File: config.mk
export PLATFORM = sky130hd
export DESIGN_NAME = nand_ecc_seg_seq
export DESIGN_NICKNAME = d
export VERILOG_FILES = /design/src/rtl/nseq_pkg.sv /design/src/rtl/nseq_cfg.sv /design/src/rtl/nseq_walker.sv /design/src/rtl/nseq_outmap.sv /design/src/rtl/nand_ecc_seg_seq.sv
export SDC_FILE = /design/constraint.sdc
export NUM_CORES = 1
export LEC_CHECK = 0
export ABC_AREA = 1
export BUFFER_PORTS_ARGS = -buffer_cell sky130_fd_sc_hd__buf_2
export CAP_MARGIN = 20
export CORE_MARGIN = 3
export CORE_UTILIZATION = 25
export CTS_CLUSTER_DIAMETER = 50
export DETAILED_ROUTE_END_ITERATION = 7
export SYNTH_ARGS = -nofsm -noshare
export SYNTH_HDL_FRONTEND = slang
export SYNTH_HIERARCHICAL = 1
export SYNTH_SLANG_ARGS = --single-unit
export TNS_END_PERCENT = 100
File: constraint.sdc
create_clock -name clk_i -period 20.2 [get_ports clk_i]
set_input_delay 2.02 -clock clk_i [delete_from_list [all_inputs] [get_ports clk_i]]
set_output_delay 2.02 -clock clk_i [all_outputs]
set_load 0.05 [all_outputs]
File: src/rtl/nseq_pkg.sv
package nseq_pkg;

  typedef enum logic [1:0] {
    PH_DATA  = 2'd0,
    PH_SHARE = 2'd1,
    PH_PAD   = 2'd2,
    PH_PER   = 2'd3
  } seg_ph_e;

  localparam logic [3:0] LAY_SHARE_ONLY = 4'h7;
  localparam logic [3:0] LAY_BOTH_PAD   = 4'h8;
  localparam logic [3:0] LAY_PER_ONLY   = 4'h4;
  localparam logic [3:0] LAY_PER_PAD    = 4'h9;

  typedef struct packed {
    logic share_on;
    logic per_on;
    logic pad_on;
  } lay_flags_t;

  function automatic logic lay_ok(logic [3:0] m);
    return (m == LAY_SHARE_ONLY) || (m == LAY_BOTH_PAD) ||
           (m == LAY_PER_ONLY)   || (m == LAY_PER_PAD);
  endfunction

  function automatic lay_flags_t lay_decode(logic [3:0] m);
    lay_flags_t f;
    f = '0;
    case (m)
      LAY_SHARE_ONLY: f.share_on = 1'b1;
      LAY_BOTH_PAD: begin
        f.share_on = 1'b1;
        f.per_on   = 1'b1;
        f.pad_on   = 1'b1;
      end
      LAY_PER_ONLY: f.per_on = 1'b1;
      LAY_PER_PAD: begin
        f.per_on = 1'b1;
        f.pad_on = 1'b1;
      end
      default: f = '0;
    endcase
    return f;
  endfunction

endpackage

File: src/rtl/nseq_cfg.sv
module nseq_cfg
  import nseq_pkg::*;
#(
  parameter int MAX_SECT = 8,
  parameter int SIZE_W   = 8,
  localparam int S_W     = $clog2(MAX_SECT + 1)
) (
  input  logic              clk_i,
  input  logic              rst_ni,
  input  logic              start_i,
  input  logic              busy_i,
  input  logic [3:0]        mode_i,
  input  logic [S_W-1:0]    sect_cnt_i,
  input  logic [SIZE_W-1:0] share_len_i,
  input  logic [SIZE_W-1:0] sect_spare_len_i,
  output logic              accept_o,
  output lay_flags_t        flags_o,
  output logic [S_W-1:0]    sect_cnt_o,
  output logic [SIZE_W-1:0] share_len_o,
  output logic [SIZE_W-1:0] sect_spare_len_o
);

  logic cnt_ok;
  assign cnt_ok   = (sect_cnt_i != '0) && (sect_cnt_i <= S_W'(MAX_SECT));
  assign accept_o = start_i && !busy_i && lay_ok(mode_i) && cnt_ok;

  always_ff @(posedge clk_i or negedge rst_ni) begin
    if (!rst_ni) begin
      flags_o          <= '0;
      sect_cnt_o       <= S_W'(1);
      share_len_o      <= '0;
      sect_spare_len_o <= '0;
    end else if (accept_o) begin
      flags_o          <= lay_decode(mode_i);
      sect_cnt_o       <= sect_cnt_i;
      share_len_o      <= share_len_i;
      sect_spare_len_o <= sect_spare_len_i;
    end
  end

  // config frozen while a page runs
  assert_cfg_frozen_R10: assert property (@(posedge clk_i) disable iff (!rst_ni)
    busy_i |=> ($stable(flags_o) && $stable(sect_cnt_o) &&
                $stable(share_len_o) && $stable(sect_spare_len_o)));

  assert_cnt_range_R11: assert property (@(posedge clk_i) disable iff (!rst_ni)
    busy_i |-> (sect_cnt_o != '0 && sect_cnt_o <= S_W'(MAX_SECT)));

endmodule

File: src/rtl/nseq_walker.sv
module nseq_walker
  import nseq_pkg::*;
#(
  parameter int MAX_SECT     = 8,
  parameter int SECT_NIBBLES = 1024,
  parameter int SIZE_W       = 8,
  localparam int S_W         = $clog2(MAX_SECT + 1),
  localparam int NB_W        = $clog2(SECT_NIBBLES),
  localparam int CNT_W       = (NB_W > SIZE_W) ? NB_W : SIZE_W,
  localparam int LEN_W       = CNT_W + 1,
  localparam int STEPS       = 2 * MAX_SECT + 3
) (
  input  logic              clk_i,
  input  logic              rst_ni,
  input  logic              accept_i,
  input  logic              nib_vld_i,
  input  lay_flags_t        flags_i,
  input  logic [S_W-1:0]    sect_cnt_i,
  input  logic [SIZE_W-1:0] share_len_i,
  input  logic [SIZE_W-1:0] sect_spare_len_i,
  output logic              busy_o,
  output seg_ph_e           ph_o,
  output logic [S_W-1:0]    sect_o,
  output logic              seg_last_o,
  output logic              done_o
);

  seg_ph_e          ph_q;
  logic [S_W-1:0]   k_q;
  logic [CNT_W-1:0] cnt_q;
  logic             busy_q, done_q;

  function automatic logic [LEN_W-1:0] len_of(seg_ph_e p);
    case (p)
      PH_DATA:  return LEN_W'(SECT_NIBBLES);
      PH_SHARE: return LEN_W'(share_len_i);
      PH_PAD:   return flags_i.pad_on ? LEN_W'(1) : '0;
      default:  return LEN_W'(sect_spare_len_i);
    endcase
  endfunction

  logic [LEN_W-1:0] cur_len;
  assign cur_len    = len_of(ph_q);
  assign seg_last_o = busy_q && ({1'b0, cnt_q} == cur_len - 1'b1);

  // find next non-empty segment, or the end of page
  seg_ph_e        nx_ph;
  logic [S_W-1:0] nx_k;
  logic           nx_hit, nx_fin;

  always_comb begin
    nx_ph  = ph_q;
    nx_k   = k_q;
    nx_hit = 1'b0;
    nx_fin = 1'b0;
    for (int i = 0; i < STEPS; i++) begin
      if (!nx_hit && !nx_fin) begin
        case (nx_ph)
          PH_DATA: begin
            if (nx_k == sect_cnt_i - 1'b1) nx_ph = PH_SHARE;
            else                           nx_k  = nx_k + 1'b1;
          end
          PH_SHARE: begin
            nx_ph = PH_PAD;
            nx_k  = '0;
          end
          PH_PAD: nx_ph = PH_PER;
          default: begin
            if (nx_k == sect_cnt_i - 1'b1) nx_fin = 1'b1;
            else begin
              nx_ph = PH_PAD;
              nx_k  = nx_k + 1'b1;
            end
          end
        endcase
        if (!nx_fin && len_of(nx_ph) != '0) nx_hit = 1'b1;
      end
    end
  end

  always_ff @(posedge clk_i or negedge rst_ni) begin
    if (!rst_ni) begin
      busy_q <= 1'b0;
      done_q <= 1'b0;
      ph_q   <= PH_DATA;
      k_q    <= '0;
      cnt_q  <= '0;
    end else if (accept_i) begin
      busy_q <= 1'b1;
      done_q <= 1'b0;
      ph_q   <= PH_DATA;
      k_q    <= '0;
      cnt_q  <= '0;
    end else begin
      done_q <= 1'b0;
      if (busy_q && nib_vld_i) begin
        if (seg_last_o) begin
          cnt_q <= '0;
          if (!nx_hit) begin
            busy_q <= 1'b0;
            done_q <= 1'b1;
            ph_q   <= PH_DATA;
            k_q    <= '0;
          end else begin
            ph_q <= nx_ph;
            k_q  <= nx_k;
          end
        end else begin
          cnt_q <= cnt_q + 1'b1;
        end
      end
    end
  end

  assign busy_o = busy_q;
  assign ph_o   = ph_q;
  assign sect_o = k_q;
  assign done_o = done_q;

  assert_seg_nonempty_R6: assert property (@(posedge clk_i) disable iff (!rst_ni)
    busy_q |-> (cur_len != '0 && {1'b0, cnt_q} < cur_len));

  assert_hold_idle_R7: assert property (@(posedge clk_i) disable iff (!rst_ni)
    (busy_q && !nib_vld_i && !accept_i) |=>
      ($stable(cnt_q) && $stable(ph_q) && $stable(k_q) && busy_q));

  assert_done_pulse_R8: assert property (@(posedge clk_i) disable iff (!rst_ni)
    done_q |-> (!busy_q && $past(busy_q) && $past(nib_vld_i)));

  assert_done_single_R8: assert property (@(posedge clk_i) disable iff (!rst_ni)
    done_q |=> !done_q);

  assert_sect_range_R1: assert property (@(posedge clk_i) disable iff (!rst_ni)
    busy_q |-> (k_q < sect_cnt_i));

endmodule

File: src/rtl/nseq_outmap.sv
module nseq_outmap
  import nseq_pkg::*;
#(
  parameter int MAX_SECT = 8,
  localparam int S_W     = $clog2(MAX_SECT + 1),
  localparam int IDX_W   = (MAX_SECT > 1) ? $clog2(MAX_SECT) : 1
) (
  input  logic             clk_i,
  input  logic             rst_ni,
  input  logic             busy_i,
  input  seg_ph_e          ph_i,
  input  logic [S_W-1:0]   sect_i,
  input  logic [S_W-1:0]   sect_cnt_i,
  input  lay_flags_t       flags_i,
  output logic             proc_en_o,
  output logic             buf_vld_o,
  output logic [IDX_W-1:0] buf_idx_o
);

  logic             proc;
  logic [IDX_W-1:0] idx;

  always_comb begin
    proc = 1'b0;
    idx  = '0;
    case (ph_i)
      PH_DATA: begin
        proc = 1'b1;
        idx  = IDX_W'(sect_i);
      end
      PH_SHARE: proc = flags_i.share_on;
      PH_PAD:   proc = 1'b0;
      default: begin
        proc = flags_i.per_on;
        idx  = IDX_W'(sect_i);
      end
    endcase
  end

  assign proc_en_o = busy_i && proc;
  assign buf_vld_o = proc_en_o;
  assign buf_idx_o = proc_en_o ? idx : '0;

  assert_idle_quiet_R9: assert property (@(posedge clk_i) disable iff (!rst_ni)
    !busy_i |-> (!proc_en_o && !buf_vld_o && buf_idx_o == '0));

  assert_idx_range_R1: assert property (@(posedge clk_i) disable iff (!rst_ni)
    buf_vld_o |-> ({1'b0, buf_idx_o} < (IDX_W + 1)'(sect_cnt_i)));

  assert_pad_skip_R3: assert property (@(posedge clk_i) disable iff (!rst_ni)
    (busy_i && ph_i == PH_PAD) |-> (flags_i.pad_on && !proc_en_o));

endmodule

File: src/rtl/nand_ecc_seg_seq.sv
module nand_ecc_seg_seq
  import nseq_pkg::*;
#(
  parameter int MAX_SECT     = 8,
  parameter int SECT_NIBBLES = 1024,
  parameter int SIZE_W       = 8,
  localparam int S_W         = $clog2(MAX_SECT + 1),
  localparam int IDX_W       = (MAX_SECT > 1) ? $clog2(MAX_SECT) : 1
) (
  input  logic              clk_i,
  input  logic              rst_ni,
  input  logic              start_i,
  input  logic [3:0]        mode_i,
  input  logic [S_W-1:0]    sect_cnt_i,
  input  logic [SIZE_W-1:0] share_len_i,
  input  logic [SIZE_W-1:0] sect_spare_len_i,
  input  logic              nib_vld_i,
  output logic              busy_o,
  output logic [IDX_W-1:0]  buf_idx_o,
  output logic              proc_en_o,
  output logic              buf_vld_o,
  output logic              seg_end_o,
  output logic              page_done_o
);

  logic              accept;
  lay_flags_t        flags;
  logic [S_W-1:0]    s_q;
  logic [SIZE_W-1:0] sh_len_q, sp_len_q;
  seg_ph_e           ph;
  logic [S_W-1:0]    sect;
  logic              busy;

  nseq_cfg #(.MAX_SECT(MAX_SECT), .SIZE_W(SIZE_W)) u_cfg (
    .clk_i            (clk_i),
    .rst_ni           (rst_ni),
    .start_i          (start_i),
    .busy_i           (busy),
    .mode_i           (mode_i),
    .sect_cnt_i       (sect_cnt_i),
    .share_len_i      (share_len_i),
    .sect_spare_len_i (sect_spare_len_i),
    .accept_o         (accept),
    .flags_o          (flags),
    .sect_cnt_o       (s_q),
    .share_len_o      (sh_len_q),
    .sect_spare_len_o (sp_len_q)
  );

  nseq_walker #(
    .MAX_SECT(MAX_SECT), .SECT_NIBBLES(SECT_NIBBLES), .SIZE_W(SIZE_W)
  ) u_walk (
    .clk_i            (clk_i),
    .rst_ni           (rst_ni),
    .accept_i         (accept),
    .nib_vld_i        (nib_vld_i),
    .flags_i          (flags),
    .sect_cnt_i       (s_q),
    .share_len_i      (sh_len_q),
    .sect_spare_len_i (sp_len_q),
    .busy_o           (busy),
    .ph_o             (ph),
    .sect_o           (sect),
    .seg_last_o       (seg_end_o),
    .done_o           (page_done_o)
  );

  nseq_outmap #(.MAX_SECT(MAX_SECT)) u_map (
    .clk_i      (clk_i),
    .rst_ni     (rst_ni),
    .busy_i     (busy),
    .ph_i       (ph),
    .sect_i     (sect),
    .sect_cnt_i (s_q),
    .flags_i    (flags),
    .proc_en_o  (proc_en_o),
    .buf_vld_o  (buf_vld_o),
    .buf_idx_o  (buf_idx_o)
  );

  assign busy_o = busy;

  assert_bad_start_R11: assert property (@(posedge clk_i) disable iff (!rst_ni)
    (start_i && !busy && !lay_ok(mode_i)) |=> !busy);

endmodule

==> metrics.md <==
| Metric | Value |
|---|---|
| RePlAce Congestion | 0.852 |
| DRT iter0 DRCs | 955 |
| TritonRoute pass-1 iters | 5 |
| Finished Core Util | 29.8% |
| Vias in the first global route | 11403 |
| Final WS setup | between 1.5 and 2 ns |
| Initial Util | between 20 and 30% |
| Register bit total from synthesis | 41 |
| Pin count of the biggest net entering global routing | between 40 and 50 |
| WP data required | around 20 ns |
| CP max stage delay | 0.55 ns |
| Unique masters post-synth | 60 |
| CP Launch Type | flop |
| Status | completed |
| Met3 WL | 1.43 mm |
| Clock skew | ~0.005 ns |
| Tot GR Track Use | around 12% |
| Synthesized cell area | 0.0117 mm2 |
| Dominant cell type by area after synthesis | nand2_1 |
| CP Max Fanout | 10 |
| F_max | around 54 MHz |
| Hold Path Class | flop to flop |
| Syn Area/Cell | 5.52 um2 |
| Global route overflow | 0 |
| Final nets | between 2000 and 2500 |
| Most common cell after layout, fill and taps aside | nand2_1 |
| Post-route DRC | 0 |
| Sink Count | 41 |
| Met2 wire len | 14.8 mm |
| Final period util | 91.5% |
| Ys async rst share | 100% |
| Reg-to-reg setup timing slack | 1.72 ns |
| Peak supply drop | between 0.00008 and 0.00009 V |
| Top post-synthesis cells by area | nand2_1 24%, nand3_1 12%, ha_1 9.6% |
| Register area share after synthesis | approximately 9% |
| WS Path Type | flop to flop |
| DR vias | 13165 |
| Dpl ws | -0.698 ns |
| Routed Antenna Nets | 0 |
| Pwr dens | 155 mW/mm2 |
| Global-route wire length before repair | ~54 mm |
| CTS buffer count | 5 |
| Max Cap Viol | 0 |
| Clk buf depth | 2 |
| H-tree levels | 2 |
| Root Driver | clkbuf_16 |
| Leakage | between 7 and 8 nW |
| M1 WL | 16.7 mm |
| HPWL Detailed | roughly 25 mm |
| Yosys warnings | 6 |
| Most frequent CP cell | nand2_1 |
| Share of cells above drive strength 1 | between 20% and 30% |
| PortBufs | 35 |
| Ant. Diodes | 0 |
| Hold Fails Final Rpt | 0 |
| Height of the die | 222 um |
| Cell Area, Placed | 0.0126 mm2 |
| Design Area, Final | roughly 0.014 mm2 |
| Full die area | 0.0495 mm2 |
| CTS tree | built |
| Core Rows | 78 |
| Clock transition at the registers of the reported paths | 0.06 ns |
| Crit path max-delay cell type | dfstp_2 |
| Yosys top cell area share | between 20% and 30% |
| Fin crit period | between 15 and 20 ns |
| Final WL | about 33 mm |
| Die W | 222 um |
| Top FF cell, synth | dfrtp_1 |
| Worst-margin pin slew | 0.924 ns |
| # IOs | 36 |
| Kind of end point of the critical path | flop |
| Crit path max-delay family | simple AND/OR/NAND/NOR gates |
| Relative slew margins | between 30% and 40% |
| Arr. time, crit path | ~19 ns |
| Core area | 0.0459 mm2 |
| Buf/Inv on CP | 27 |
| Syn Nets | between 2000 and 2500 |
| Commonest cells after routing, fill and taps aside | 719 x nand2_1, 279 x nand3_1, 252 x inv_1 |
| EDFF count, synth | 0 |
| Final Max Slew Viols | 0 |
| Setup TNS | 0 ns |
| Hold_ws | 0.467 ns |
| Area grow syn2layout | 16.6% |
| Cts hold-fix bufs | 0 |
| Initial antenna violation count | 0 |
| DR top layer | met4 |
| Vias per cell | 4.68 |
| Avg WL per Cell | 11.9 um |
| Post-Syn Instances | between 2000 and 2500 |
| Latest clock arrival within the worst-skew pair | about 0.28 ns |
| Final setup fails | 0 |
-- state kept, by name, summed over array words and instances, names as in the netlist --
name and count:
u_cfg/sect_cnt_o 4, u_cfg/share_len_o 8, u_walk/ph_o 2, u_walk/busy_o 1, u_cfg/sect_spare_len_o 8, u_walk/cnt_q 10
u_walk/sect_o 4, u_cfg/flags_o 3, u_walk/done_o 1
-- power breakdown --
part	leakage [nW]	internal, mW	switching [mW]
combinational	6.84	0.658	1.24
sequential	0.526	0.107	0.0228
clock	0.0712	0.0493	0.0299
-- logic make-up (layout without fill, tap and decap cells) --
kind of cell,Yosys count,after routing,synth area share (%)
xor+xnor,15,15,1.12
buf+inv,342,433,12.7
compound gates,151,151,8.03
flops,41,41,8.77
fa+ha+maj,90,90,9.61
simple gates,1481,1481,59.7
-- path summary, 6_finish.rpt --
kind                       cells after the start                   endpoint                start
setup / recovery                             158              u_walk/busy_o  u_cfg/sect_cnt_o[0]
hold / removal                                 2           u_cfg/flags_o[1]     u_cfg/flags_o[1]
setup reg to reg                             158              u_walk/busy_o  u_cfg/sect_cnt_o[0]
hold reg to reg                                2           u_cfg/flags_o[1]     u_cfg/flags_o[1]
max in group asynchronous                      1  u_cfg/sect_spare_len_o[3]               rst_ni
min in group asynchronous                      1            u_walk/cnt_q[6]               rst_ni
-- layer usage --
metal,GRT usage (%),vias up
met5,0,-
met4,2.17,0
met3,0.832,32
met2,20.1,263
met1,18.3,5872
li1,-,6998
-- worst register-to-register path, delay by kind of cell (launching register included) --
family / cells / cell delay [ns]
buf+inv: 27 / 2.40
flops: 1 / 0.55
simple gates: 107 / 10.64
fa+ha+maj: 11 / 2.91
compound gates: 13 / 1.84
-- stage by stage --
| stage | total power, mW | std cells |
|---|---|---|
| final | 2.11 | 2811 |
| after global routing | 2.37 | 2811 |
| after CTS | 1.89 | 2761 |
| after detailed placement | 1.80 | 2753 |
| after global placement | 1.81 | 2753 |
| after floorplan | 1.50 | 2120 |
-- cell type report --
cell class / count / area, um2
fill: 5163 / 32200
multi-input combinational: 1737 / 9740
inverter: 302 / 1140
sequential: 41 / 1030
timing repair buffer: 122 / 845
tap: 600 / 751
clock buffer: 8 / 146
timing repair inverter: 1 / 5.00
-- cells in the mapped netlist (11+ instances only) --
library cell  instances
nor2_4               16
o21ai_1              29
inv_2                19
nor2_1              164
o21ai_0              35
nand3_1             281
ha_1                 90
inv_1               277
dfrtp_1              40
nand3_2              32
xor2_1               14
nand4_1              84
a21oi_1              42
nor3_1               19
nor2_2               29
nand2_1             744
nand2_2              70
buf_2                11
-- repair_timing --
item	CTS	global route
buffers inserted	0	49
endpoints found under the setup margin	8	8
resized for setup	11	147
endpoints found under the hold margin	0	0
gates cloned	0	1
pin swaps	0	34
Power figures use the tool's default switching activity.
